### src/rtl/ecap_pkg.sv
package ecap_pkg;

    localparam int CNT_W     = 12;
    localparam int CAP_W     = 8;
    localparam int PS_W      = 3;
    localparam int NUM_PINS  = 2;
    localparam int NUM_SLOTS = 2 * NUM_PINS;
    localparam int MAX_SHIFT = CNT_W - CAP_W;

    typedef enum logic [2:0] {
        REG_A_RISE = 3'd0,
        REG_A_FALL = 3'd1,
        REG_B_RISE = 3'd2,
        REG_B_FALL = 3'd3,
        REG_CFG    = 3'd4,
        REG_CTL    = 3'd5
    } reg_addr_e;

    typedef struct packed {
        logic                 hold;
        logic [PS_W-1:0]      scale;
        logic [NUM_SLOTS-1:0] irq_en;
    } cfg_t;

    function automatic logic [CAP_W-1:0] pick_slice(
        input logic [CNT_W-1:0] cnt,
        input logic [PS_W-1:0]  code
    );
        int sh;
        sh = (int'(code) > MAX_SHIFT) ? MAX_SHIFT : int'(code);
        return CAP_W'(cnt >> sh);
    endfunction

endpackage

### src/rtl/ecap_timebase.sv
module ecap_timebase
    import ecap_pkg::*;
#(
    parameter int TICK_DIV = 6,
    localparam int DIV_W = (TICK_DIV > 1) ? $clog2(TICK_DIV) : 1
) (
    input  logic             clk,
    input  logic             rst,
    input  logic [PS_W-1:0]  scale,
    output logic             tick,
    output logic [CNT_W-1:0] count,
    output logic [CAP_W-1:0] stamp
);

    logic [DIV_W-1:0] div_q;

    assign tick = (div_q == DIV_W'(TICK_DIV - 1));

    always_ff @(posedge clk) begin
        if (rst) begin
            div_q <= '0;
            count <= '0;
        end else if (tick) begin
            div_q <= '0;
            count <= count + 1'b1;
        end else begin
            div_q <= div_q + 1'b1;
        end
    end

    assign stamp = pick_slice(count, scale);

endmodule

### src/rtl/ecap_edge_sync.sv
module ecap_edge_sync #(
    parameter int PINS   = 2,
    parameter int STAGES = 2
) (
    input  logic            clk,
    input  logic            rst,
    input  logic [PINS-1:0] pins,
    output logic [PINS-1:0] rise,
    output logic [PINS-1:0] fall
);

    for (genvar g = 0; g < PINS; g++) begin : g_pin
        logic [STAGES-1:0] sh_q;
        logic              last_q;

        always_ff @(posedge clk) begin
            if (rst) begin
                sh_q   <= '0;
                last_q <= 1'b0;
            end else begin
                sh_q   <= {sh_q[STAGES-2:0], pins[g]};
                last_q <= sh_q[STAGES-1];
            end
        end

        assign rise[g] =  sh_q[STAGES-1] & ~last_q;
        assign fall[g] = ~sh_q[STAGES-1] &  last_q;
    end

endmodule

### src/rtl/ecap_slot.sv
module ecap_slot
    import ecap_pkg::*;
(
    input  logic             clk,
    input  logic             rst,
    input  logic             hold,
    input  logic             edge_hit,
    input  logic             rd_hit,
    input  logic [CAP_W-1:0] stamp,
    output logic [CAP_W-1:0] value,
    output logic             full,
    output logic             loaded
);

    // A read in the same cycle re-arms the slot, so that edge is accepted.
    assign loaded = edge_hit && (!hold || !full || rd_hit);

    always_ff @(posedge clk) begin
        if (rst) begin
            value <= '0;
            full  <= 1'b0;
        end else begin
            if (loaded) value <= stamp;
            if (loaded)      full <= 1'b1;
            else if (rd_hit) full <= 1'b0;
        end
    end

endmodule

### src/rtl/edge_cap_timer.sv
module edge_cap_timer
    import ecap_pkg::*;
#(
    parameter int TICK_DIV    = 6,
    parameter int SYNC_STAGES = 2
) (
    input  logic       clk,
    input  logic       rst,
    input  logic       pin_a,
    input  logic       pin_b,
    input  logic       wr_en,
    input  logic       rd_en,
    input  logic [2:0] addr,
    input  logic [7:0] wdata,
    output logic [7:0] rdata,
    output logic       irq_a,
    output logic       irq_b
);

    cfg_t                                cfg_q;
    logic                                master_q;
    logic                                tick;
    logic [CNT_W-1:0]                    count;
    logic [CAP_W-1:0]                    stamp;
    logic [NUM_PINS-1:0]                 rise;
    logic [NUM_PINS-1:0]                 fall;
    logic [NUM_SLOTS-1:0]                slot_full;
    logic [NUM_SLOTS-1:0]                slot_loaded;
    logic [NUM_SLOTS-1:0]                slot_rd;
    logic [NUM_SLOTS-1:0][CAP_W-1:0]     cap_q;
    logic [NUM_PINS-1:0]                 pend_q;
    logic [NUM_PINS-1:0]                 irq_vec;

    ecap_timebase #(.TICK_DIV(TICK_DIV)) u_tb (
        .clk   (clk),
        .rst   (rst),
        .scale (cfg_q.scale),
        .tick  (tick),
        .count (count),
        .stamp (stamp)
    );

    ecap_edge_sync #(.PINS(NUM_PINS), .STAGES(SYNC_STAGES)) u_sync (
        .clk  (clk),
        .rst  (rst),
        .pins ({pin_b, pin_a}),
        .rise (rise),
        .fall (fall)
    );

    // Slot 2p is the rising register of pin p, slot 2p+1 the falling one.
    for (genvar s = 0; s < NUM_SLOTS; s++) begin : g_slot
        localparam int PIN = s / 2;
        localparam bit IS_FALL = (s % 2) == 1;
        logic hit;

        assign hit        = IS_FALL ? fall[PIN] : rise[PIN];
        assign slot_rd[s] = rd_en && (addr == 3'(s));

        ecap_slot u_slot (
            .clk      (clk),
            .rst      (rst),
            .hold     (cfg_q.hold),
            .edge_hit (hit),
            .rd_hit   (slot_rd[s]),
            .stamp    (stamp),
            .value    (cap_q[s]),
            .full     (slot_full[s]),
            .loaded   (slot_loaded[s])
        );
    end

    for (genvar p = 0; p < NUM_PINS; p++) begin : g_pend
        logic set_p;
        logic clr_p;

        assign set_p = (slot_loaded[2*p]   & cfg_q.irq_en[2*p]) |
                       (slot_loaded[2*p+1] & cfg_q.irq_en[2*p+1]);
        assign clr_p = slot_rd[2*p] | slot_rd[2*p+1];

        always_ff @(posedge clk) begin
            if (rst)        pend_q[p] <= 1'b0;
            else if (set_p) pend_q[p] <= 1'b1;
            else if (clr_p) pend_q[p] <= 1'b0;
        end

        assign irq_vec[p] = pend_q[p] & master_q;
    end

    assign irq_a = irq_vec[0];
    assign irq_b = irq_vec[1];

    always_ff @(posedge clk) begin
        if (rst) begin
            cfg_q    <= '0;
            master_q <= 1'b0;
        end else if (wr_en) begin
            case (reg_addr_e'(addr))
                REG_CFG: cfg_q    <= cfg_t'(wdata);
                REG_CTL: master_q <= wdata[0];
                default: ;
            endcase
        end
    end

    always_comb begin
        case (reg_addr_e'(addr))
            REG_A_RISE: rdata = cap_q[0];
            REG_A_FALL: rdata = cap_q[1];
            REG_B_RISE: rdata = cap_q[2];
            REG_B_FALL: rdata = cap_q[3];
            REG_CFG:    rdata = cfg_q;
            REG_CTL:    rdata = {7'd0, master_q};
            default:    rdata = '0;
        endcase
    end

endmodule

### config.mk
export PLATFORM = sky130hd
export DESIGN_NAME = edge_cap_timer
export DESIGN_NICKNAME = d
export VERILOG_FILES = /design/src/rtl/ecap_pkg.sv /design/src/rtl/ecap_timebase.sv /design/src/rtl/ecap_edge_sync.sv /design/src/rtl/ecap_slot.sv /design/src/rtl/edge_cap_timer.sv
export SDC_FILE = /design/constraint.sdc
export NUM_CORES = 1
export LEC_CHECK = 0
export BUFFER_PORTS_ARGS = -buffer_cell sky130_fd_sc_hd__buf_2
export CAP_MARGIN = 20
export CORE_AREA = 2 2 113 115
export CTS_BUF_LIST = sky130_fd_sc_hd__clkbuf_4 sky130_fd_sc_hd__clkbuf_8
export DETAILED_ROUTE_END_ITERATION = 8
export DIE_AREA = 0 0 115 117
export GPL_ROUTABILITY_DRIVEN = 0
export SETUP_SLACK_MARGIN = 0.1
export SYNTH_ARGS = -nofsm -noshare
export SYNTH_HDL_FRONTEND = slang
export SYNTH_HIERARCHICAL = 1
export SYNTH_SLANG_ARGS = --single-unit
export TNS_END_PERCENT = 100
### constraint.sdc
create_clock -name clk -period 2 [get_ports clk]
set_clock_uncertainty 0.15 [all_clocks]
set_input_delay 0 -clock clk [delete_from_list [all_inputs] [get_ports clk]]
set_output_delay 0 -clock clk [all_outputs]
set_load 0.03 [all_outputs]
---- Yosys cells after proc, flatten, opt, wreduce, memory -nomap -nowiden ----
Cells that the tools add are included.
storage, ports and cells
  register bits ........................... 68
  output and inout bits ................... 10
  input bits .............................. 17
  logic and storage cells ................. 93
operators by class
  $lt $le $gt $ge ......................... 1
  shift-type cells ........................ 1
  mux-type cells .......................... 14
  add/sub/neg operators ................... 2
  bitwise gates (word level) .............. 18
  equal/unequal tests ..................... 6
  reduce and logical (&&, ||, !) cells .... 31
operators with widths
  operator                 number
  $pmux W8 S6              1
  $shr A12 B32 Y8          1
  $add A12 B1 Y12 const B  1
  $mux W1                  12
  $reduce_bool A2 Y1       6
  $and A1 B1 Y1            10
  $eq A3 B3 Y1 const B     3
  $logic_and A1 B1 Y1      8
  $logic_or A1 B1 Y1       8
  $eq A3 B2 Y1 const B     2
  $logic_not A1 Y1         5
  $not A1 Y1               4
  $or A1 B1 Y1             4
  $reduce_and A2 Y1        2
  $add A3 B1 Y3 const B    1
  $eq A3 B1 Y1 const B     1
  $gt A3 B3 Y1 const B     1
  $logic_not A3 Y1         1
  $mux W3                  1
  $reduce_or A2 Y1         1

---- Longest topological paths before layout ----
Gate-level depths: netlist (run 1).
  word-level depth ........................ 7
  gate-level depth with buffers ........... 9
  gate-level depth less buffers ........... 6

---- By module ----
The synthesis (run 1) kept the hierarchy.
modules (own cells, without submodules)
  module          cells each  sequential area each (um2)  times used  area each (um2)
  ecap_slot       39          180.2                       4           407.9
  ecap_timebase   109         300.3                       1           960.9
  edge_cap_timer  94          220.2                       1           830.8
  ecap_edge_sync  16          120.1                       1           182.7

---- Worst setup path before layout (run 1) ----
OpenSTA, ideal clock, no wires.
  kind .................................... reg-to-reg
  from .................................... register cfg_q[4] (netlist name)
  to ...................................... register g_slot[0].u_slot.value[7]
  buffers on the path ..................... 1
  period minus slack after synthesis ...... 1.737 ns
  data required time ...................... 1.731 ns
  setup time .............................. 0.119 ns
  setup slack ............................. 0.263 ns
  cell stages (with the launch flop) ...... 6
  arrival time ............................ 1.468 ns
  cell sequence ........................... dfxtp_1 > buf_2 > mux4_2 > mux2_2 > nand2b_1 > mux2i_1
on the way
  cells in the longest elaborated chain, start to end .. 3
ends and longest elaborated chain
  item                    line                  RTL
  from (decl)             edge_cap_timer.sv:20  cfg_t cfg_q;
  from (signal assigned)  edge_cap_timer.sv:99  REG_CFG: cfg_q <= cfg_t'(wdata);
  $gt A3 B3 Y1            ecap_pkg.sv:30        sh = (int'(code) > MAX_SHIFT) ? MAX_SHIFT : int'(code);
  $mux W3 (*)             ecap_pkg.sv:30
  $shr A12 B32 Y8 (*)     ecap_pkg.sv:31        return CAP_W'(cnt >> sh);
  net stamp[7]            edge_cap_timer.sv:24  logic [CAP_W-1:0] stamp;
  to (signal assigned)    ecap_slot.sv:23       if (loaded) value <= stamp;
  to (decl)               ecap_slot.sv:10       output logic [CAP_W-1:0] value,
The timed path passes the listed nets; every way through them passes the cells marked *.
A chain may end at the register's enable or synchronous reset.

---- Worst setup path after layout (run 1) ----
  from .................................... register g_slot[0].u_slot.value[7]
  to ...................................... output port rdata[7]
on the way
  cells in the longest elaborated chain, start to end .. 1
ends and longest elaborated chain
  item         line                   RTL
  $pmux W8 S6  edge_cap_timer.sv:107  case (reg_addr_e'(addr))
  to (decl)    edge_cap_timer.sv:15   output logic [7:0] rdata,
Every way passes these cells.

==> run metrics, run 1 <==
synth warn=6; buffers added on ports=26; CP Capture Point=rdata[7]; largest net degree at the start of global routing=just over 50; Netlist cell types=44; Critical Path Source=g_slot[0].u_slot/value[7]; Seq/Total Area, Yosys=37.8%; Worst Hold Depth=3; core area=roughly 12000 um^2; Antenna Nets Post-Route=0; P_leak=1.50 nW; worst slew pin tran=between 0.5 and 0.6 ns; outcome=finished clean; Final WS setup=roughly 0.24 ns; clk_lat worst skew=between 0.3 and 0.4 ns; diode count=0; cts bufs inserted=9; drt total wl=just under 8000 um; drt first pass iters=4; total power=~3 mW; CTS tree=built; vias in the first global route=between 2000 and 3000; fin util=about a third; setup repair bufs after CTS=0; Setup CP Type=flop to primary output; Die Width=around 120 um; routed via count=roughly 2700; Pins Over Slew Limit=0; CTS root buffer=clkbuf_8; Final period util=approximately nine tenths; total gr overflow=0; clk slew on worst S/H paths=approximately 0.070 ns; CTS Sinks=roughly 70; # Max-Cap Violations=0; initial antenna violation count=0; IO Pins=27; Final setup viols=0; flop-to-flop setup slack=around 0.24 ns; Final Hold Fails=0; Max H-tree Level=3; Final nets=around 440; hold crit path type=input pin to flop; Syn Inst Count=375; FILL cells=approximately 1200; R2R Path Start=u_tb/div_q[0]; placed cells=540; syn nets=roughly 400; Power Density=700 nW/um^2; Max clock buf depth=2; fmax=about 570 MHz; routed len/inst=between 10 and 15 um; post-DP HPWL=roughly 5400 um; fin cells=570; Tmin final=about 1.8 ns; Rows=between 40 and 50; layout cells sized above 1=20.5%; WP data arrival=1.61 ns; Slew headroom=61.3%; post-route setup TNS=0 ns; first-pass GRT wire length=~13000 um; peak supply drop=0.230 mV; Worst Setup End Kind=primary output; Netlist Area Pre-Place=approximately 3600 um^2; Worst R2R End=u_tb/count[11]; Reg2Reg Depth=4; remaining routing DRC violations=0; RSZ-0062 raised after global routing=no; total global-route track usage=around 12%; CP Launch Type=flop; Initial Util=between 20% and 30%; die area=around 13000 um^2; Die Ht=about 120 um; Layout area overhead=18.5%; worst endpoint required time=~1.9 ns; Seq cells post-synth=68; dpl ws=about 0.22 ns; vias per std cell=between 4 and 5; worst-path fanout max=2; Initial DRC Count=200; Syn Area/Cell=9.62 um^2
==> sequential cells by signal, summed over array words and instances, names as in the netlist <==
| name | flops |
|---|---|
| g_slot.u_slot/value | 32 |
| g_slot.u_slot/full | 4 |
| pend_q | 2 |
| master_q | 1 |
| u_tb/count | 12 |
| u_tb/div_q | 3 |
| cfg_q | 8 |
| u_sync/g_pin.sh_q | 4 |
| u_sync/g_pin.last_q | 2 |
==> per-layer routing <==
layer  up-vias  GRT usage [%]  share of wire (%)
met5         -              0                  0
met3        13           3.14                3.1
met1      1298           15.6                 47
li1       1368              -                  -
met4         0           5.38                1.6
met2        49           19.9                 48
==> area by class of cell <==
cell class	count	area, um^2	area share [%]
tap	150	188	4.39
multi-input combinational	279	2090	48.9
inverter	7	26.3	0.615
sequential	68	1360	31.9
clock inverter	6	111	2.61
clock buffer	10	138	3.22
timing repair buffer	50	358	8.37
==> critical path, cell delays in order, from the launching register on <==
cell and delay (ns):
dfxtp_1 0.33, or3b_2 0.43, a21o_1 0.18, o211ai_1 0.09
buf_2 0.24
==> cell families (layout without fill, tap and decap cells) <==
family	Yosys count	in the layout	synth area share, %
xor+xnor	2	2	0.486
simple gates	156	156	25.9
fa+ha+maj	3	3	1.04
buf+inv	28	73	4.41
mux	74	74	22.6
flops	68	68	37.8
compound gates	44	44	7.84
==> Yosys cell counts <==
cell	n	area, um^2
a21boi_2	4	45.0
a21o_1	2	15.0
a21oi_1	9	45.0
a22oi_1	8	60.1
and2_1	2	12.5
and4bb_2	1	12.5
buf_1	1	3.75
buf_2	4	20.0
buf_4	3	22.5
buf_6	5	56.3
clkbuf_1	8	30.0
dfxtp_1	68	1360
ha_1	3	37.5
inv_1	6	22.5
inv_2	1	3.75
mux2_1	4	45.0
mux2_2	13	146
mux2i_1	53	531
mux4_1	1	26.3
mux4_2	3	67.6
nand2_1	14	52.6
nand2_2	1	6.26
nand2b_1	66	413
nand3_1	4	20.0
nand3_2	1	10.0
nand4_1	1	6.26
nand4_2	2	25.0
nand4b_1	1	8.76
nor2_1	28	105
nor2b_1	14	87.6
nor2b_4	4	55.1
nor3_1	4	20.0
nor3b_1	1	7.51
nor3b_2	1	12.5
nor4_1	3	18.8
o211ai_1	2	15.0
o21ai_0	10	50.1
o21ai_1	6	30.0
o31ai_1	3	22.5
or3_1	3	18.8
or3b_2	2	17.5
or4_1	3	22.5
xnor2_1	1	8.76
xor2_1	1	8.76
==> worst min-delay path by stage <==
stage | endpoint | slack, ns | start
after floorplan | pend_q[1] | -0.08 | rst
after global placement | u_sync/g_pin[1].sh_q[0] | 0.06 | pin_b
after detailed placement | u_sync/g_pin[0].sh_q[0] | 0.07 | pin_a
after CTS | pend_q[0] | 0.008 | addr[1]
after global routing | pend_q[0] | 0.05 | addr[1]
final | pend_q[0] | 0.03 | addr[1]
==> timing repair <==
item | CTS | global route
hold endpoints to repair | 22 | 0
endpoints found under the setup margin | 0 | 1
hold buffers | 14 | 0
resized for setup | 0 | 1
==> placed cells by master, fill, tap and decap left out, types with 4 or more instances in the layout <==
cell type and n:
nor2b_4 4, a22oi_1 8, dfxtp_1 68, clkbuf_8 10, nand2_1 14, mux2_1 4, buf_2 26, dlygate4sd3_1 14
nand3_1 4, a21oi_1 9, nor2b_1 14, o21ai_1 6, a21boi_2 4, nand2b_1 66, mux2i_1 53, inv_1 6
o21ai_0 10, mux2_2 13, buf_4 9, nor3_1 4, nor2_1 28
==> per-stage QoR <==
step	hold slack, ns	instance area, um^2
detailed placement	0.0715	3880
floorplan	-0.0809	3610
finish	0.0279	4270
CTS	0.00777	4270
global route	0.0529	4270
global placement	0.0596	3880
==> power by group <==
part / switching [mW] / internal [mW] / leakage, nW / total [mW]
registers: 0.0141 / 1.37 / 0.550 / 1.39
logic: 0.104 / 0.106 / 0.829 / 0.210
clock network: 0.533 / 0.862 / 0.122 / 1.39
No activity file was read; power rests on OpenSTA's default activity.
==> run 2: changes to the inputs <==
--- a/config.mk
+++ b/config.mk
@@ -6,9 +6,8 @@
 export NUM_CORES = 1
 export LEC_CHECK = 0
 export BUFFER_PORTS_ARGS = -buffer_cell sky130_fd_sc_hd__buf_2
-export CAP_MARGIN = 20
 export CORE_AREA = 2 2 113 115
-export CTS_BUF_LIST = sky130_fd_sc_hd__clkbuf_4 sky130_fd_sc_hd__clkbuf_8
+export CTS_BUF_LIST = sky130_fd_sc_hd__clkbuf_4
 export DETAILED_ROUTE_END_ITERATION = 8
 export DIE_AREA = 0 0 115 117
 export GPL_ROUTABILITY_DRIVEN = 0
==> run 2 against run 1 <==
Non-clock buffer count grew 1. Hold slack better by 0.075 ns. Global-route usage is 0.098 points lower. Total power down 8.5%. Via count up 0.99%. Sequential share of layout area grew 0.42 points. Register-to-register slack about the same. First-iteration DRC count is 6.0% higher. Combinational power hardly changed. Clock power decreased by 18%. Flip-flop and latch count unchanged. Critical path type unchanged. Largest cell class unchanged. Highest routed layer unchanged.
==> run metrics, run 2 (same netlist as run 1, synthesis figures left out) <==
remaining routing DRC violations=0 (unchanged); outcome=finished clean (unchanged); max reg flops=32 (unchanged); Final nets=436 (was 435); Final Hold Fails=0 (unchanged); Clock Power Share=41.6% (was 46.7%); first-pass GRT wire length=12800 um (was 12900 um); worst-path fanout max=2 (unchanged); P_sw=0.629 mW (was 0.651 mW); critical path's largest stage delay=0.43 ns (about the same); IO Pins=27 (unchanged); slowest CP cell=or3b_2 (unchanged); total gr overflow=0 (unchanged); Power Density=649 nW/um^2 (was 700 nW/um^2); Die Ht=117 um (unchanged); diode count=0 (unchanged); most flop-heavy register=g_slot.u_slot/value (unchanged); vias in the first global route=2623 (was 2654); CTS Sinks=68 (unchanged); Tmin final=1.86 ns (was 1.76 ns); WP data arrival=1.71 ns (was 1.61 ns); vias per std cell=4.82 (was 4.79); Internal=2.11 mW (was 2.34 mW); post-route setup TNS=0 ns (unchanged); Max H-tree Level=3 (unchanged); Antenna Nets Post-Route=0 (unchanged); commonest non-fill, non-tap cells in the layout=dfxtp_1, nand2b_1, mux2i_1, nor2_1, buf_2 (unchanged); CTS tree=built (unchanged); Initial DRC Count=212 (was 200); Die Width=115 um (unchanged); core area=12300 um^2 (unchanged); peak supply drop=0.242 mV (was 0.230 mV); RSZ-0062 raised after global routing=no (unchanged); highest routed layer=met4 (unchanged); clk slew on worst S/H paths=0.13 ns (was 0.07 ns); P_leak=1.48 nW (was 1.50 nW); post-DP HPWL=5360 um (unchanged); total global-route track usage=12.2% (was 12.3%); buffers added on ports=26 (unchanged); Worst Setup End Kind=primary output (unchanged); routed via count=2755 (was 2728); biggest registers after layout=g_slot.u_slot/value: 32 flops, u_tb/count: 12 flops, cfg_q: 8 flops (unchanged); drt total wl=7840 um (was 7860 um); DRT met1 WL=3630 um (was 3710 um); Reg power frac=50.6% (was 46.3%); initial antenna violation count=0 (unchanged); most common cell after layout, fill and taps aside=dfxtp_1 (unchanged); Rows=41 (unchanged); WP buf/inv=1 (unchanged); largest net degree at the start of global routing=51 (unchanged); routed length on met3=300 um (was 247 um); Layout area overhead=17.0% (was 18.5%); Initial Util=29.3% (unchanged); Max clock buf depth=2 (unchanged); layout cells sized above 1=20.2% (was 20.5%); cts bufs inserted=9 (unchanged); clk_lat worst skew=0.42 ns (was 0.34 ns); die area=13500 um^2 (unchanged); routed len/inst=13.7 um (was 13.8 um); crit-path leading delay family=simple AND/OR/NAND/NOR gates (unchanged); fin util=34.3% (was 34.7%); CP Launch Type=flop (unchanged); drt first pass iters=4 (unchanged); worst endpoint required time=1.85 ns (about the same); Sw Share=23.0% (was 21.8%); fmax=539 MHz (was 567 MHz); Setup CP Type=flop to primary output (unchanged); worst slew pin tran=0.580 ns (was 0.578 ns); Slew headroom=61.1% (was 61.3%); Final period util=92.8% (was 88.2%); Final setup viols=0 (unchanged); met2 routed WL=3720 um (was 3780 um); # Max-Cap Violations=0 (unchanged); WHS=0.103 ns (was 0.0279 ns); combinational share of power=7.7% (was 7.0%); Pins Over Slew Limit=0 (unchanged); CTS root buffer=clkbuf_4 (was clkbuf_8); hold crit path type=input pin to flop (unchanged); setup repair bufs after CTS=0 (unchanged); crit-path cells=or3b_2, a21o_1, o211ai_1, buf_2 (unchanged)
[run 2: layout make-up]
type	instances	area (um^2)
Clock buffer	9	67.6
Inverter	7	26.3
Clock inverter	7	115
Fill cell	1256	8090
Timing Repair Buffer	51	370
Multi-Input combinational cell	279	2090
Sequential cell	68	1360
Tap cell	150	188
[run 2: worst register-to-register path, delay by kind of cell (launching register included)]
kind / cells / cell delay (ns)
and+or+nand+nor: 2 / 0.55
DFF: 1 / 0.37
muxes: 1 / 0.35
adders and majority gates: 1 / 0.25
[run 2: power by group through the flow]
stage	logic, mW	clock network [mW]	registers, mW
floorplan	0.139	0	1.41
global placement	0.187	0	1.42
detailed placement	0.191	0	1.42
CTS	0.213	1.17	1.39
global route	0.233	1.23	1.39
finish	0.212	1.14	1.39
[run 2: worst paths after layout]
path	slack, ns	end	cells past startpoint	from
worst min register to register	0.30	u_sync/g_pin[0].sh_q[1]	1	u_sync/g_pin[0].sh_q[0]
worst min-delay path	0.10	g_slot[1].u_slot/full	5	addr[1]
worst max-delay path	0.14	rdata[7]	4	g_slot[0].u_slot/value[7]
worst max register to register	0.23	u_tb/count[9]	4	u_tb/div_q[0]
[run 2: metrics by stage]
stage               instance area (um^2)  total power [mW]  cells  worst slack [ns]
floorplan                           3610              1.55    375             0.263
global placement                    3880              1.60    540             0.265
detailed placement                  3880              1.61    540             0.224
CTS                                 4210              2.77    571             0.124
global route                        4220              2.85    571            0.0896
finish                              4220              2.74    571             0.144
[run 2: layer usage]
layer / global-route usage [%] / vias to the layer above
met5: 0 / -
met3: 2.68 / 21
li1: - / 1374
met1: 15.5 / 1298
met4: 6.10 / 0
met2: 19.7 / 62
[run 2: timing repair]
item / CTS / global route
hold buffers: 15 / 0
setup endpoints to repair: 0 / 3
hold endpoints to repair: 27 / 0
resized for setup: 0 / 3
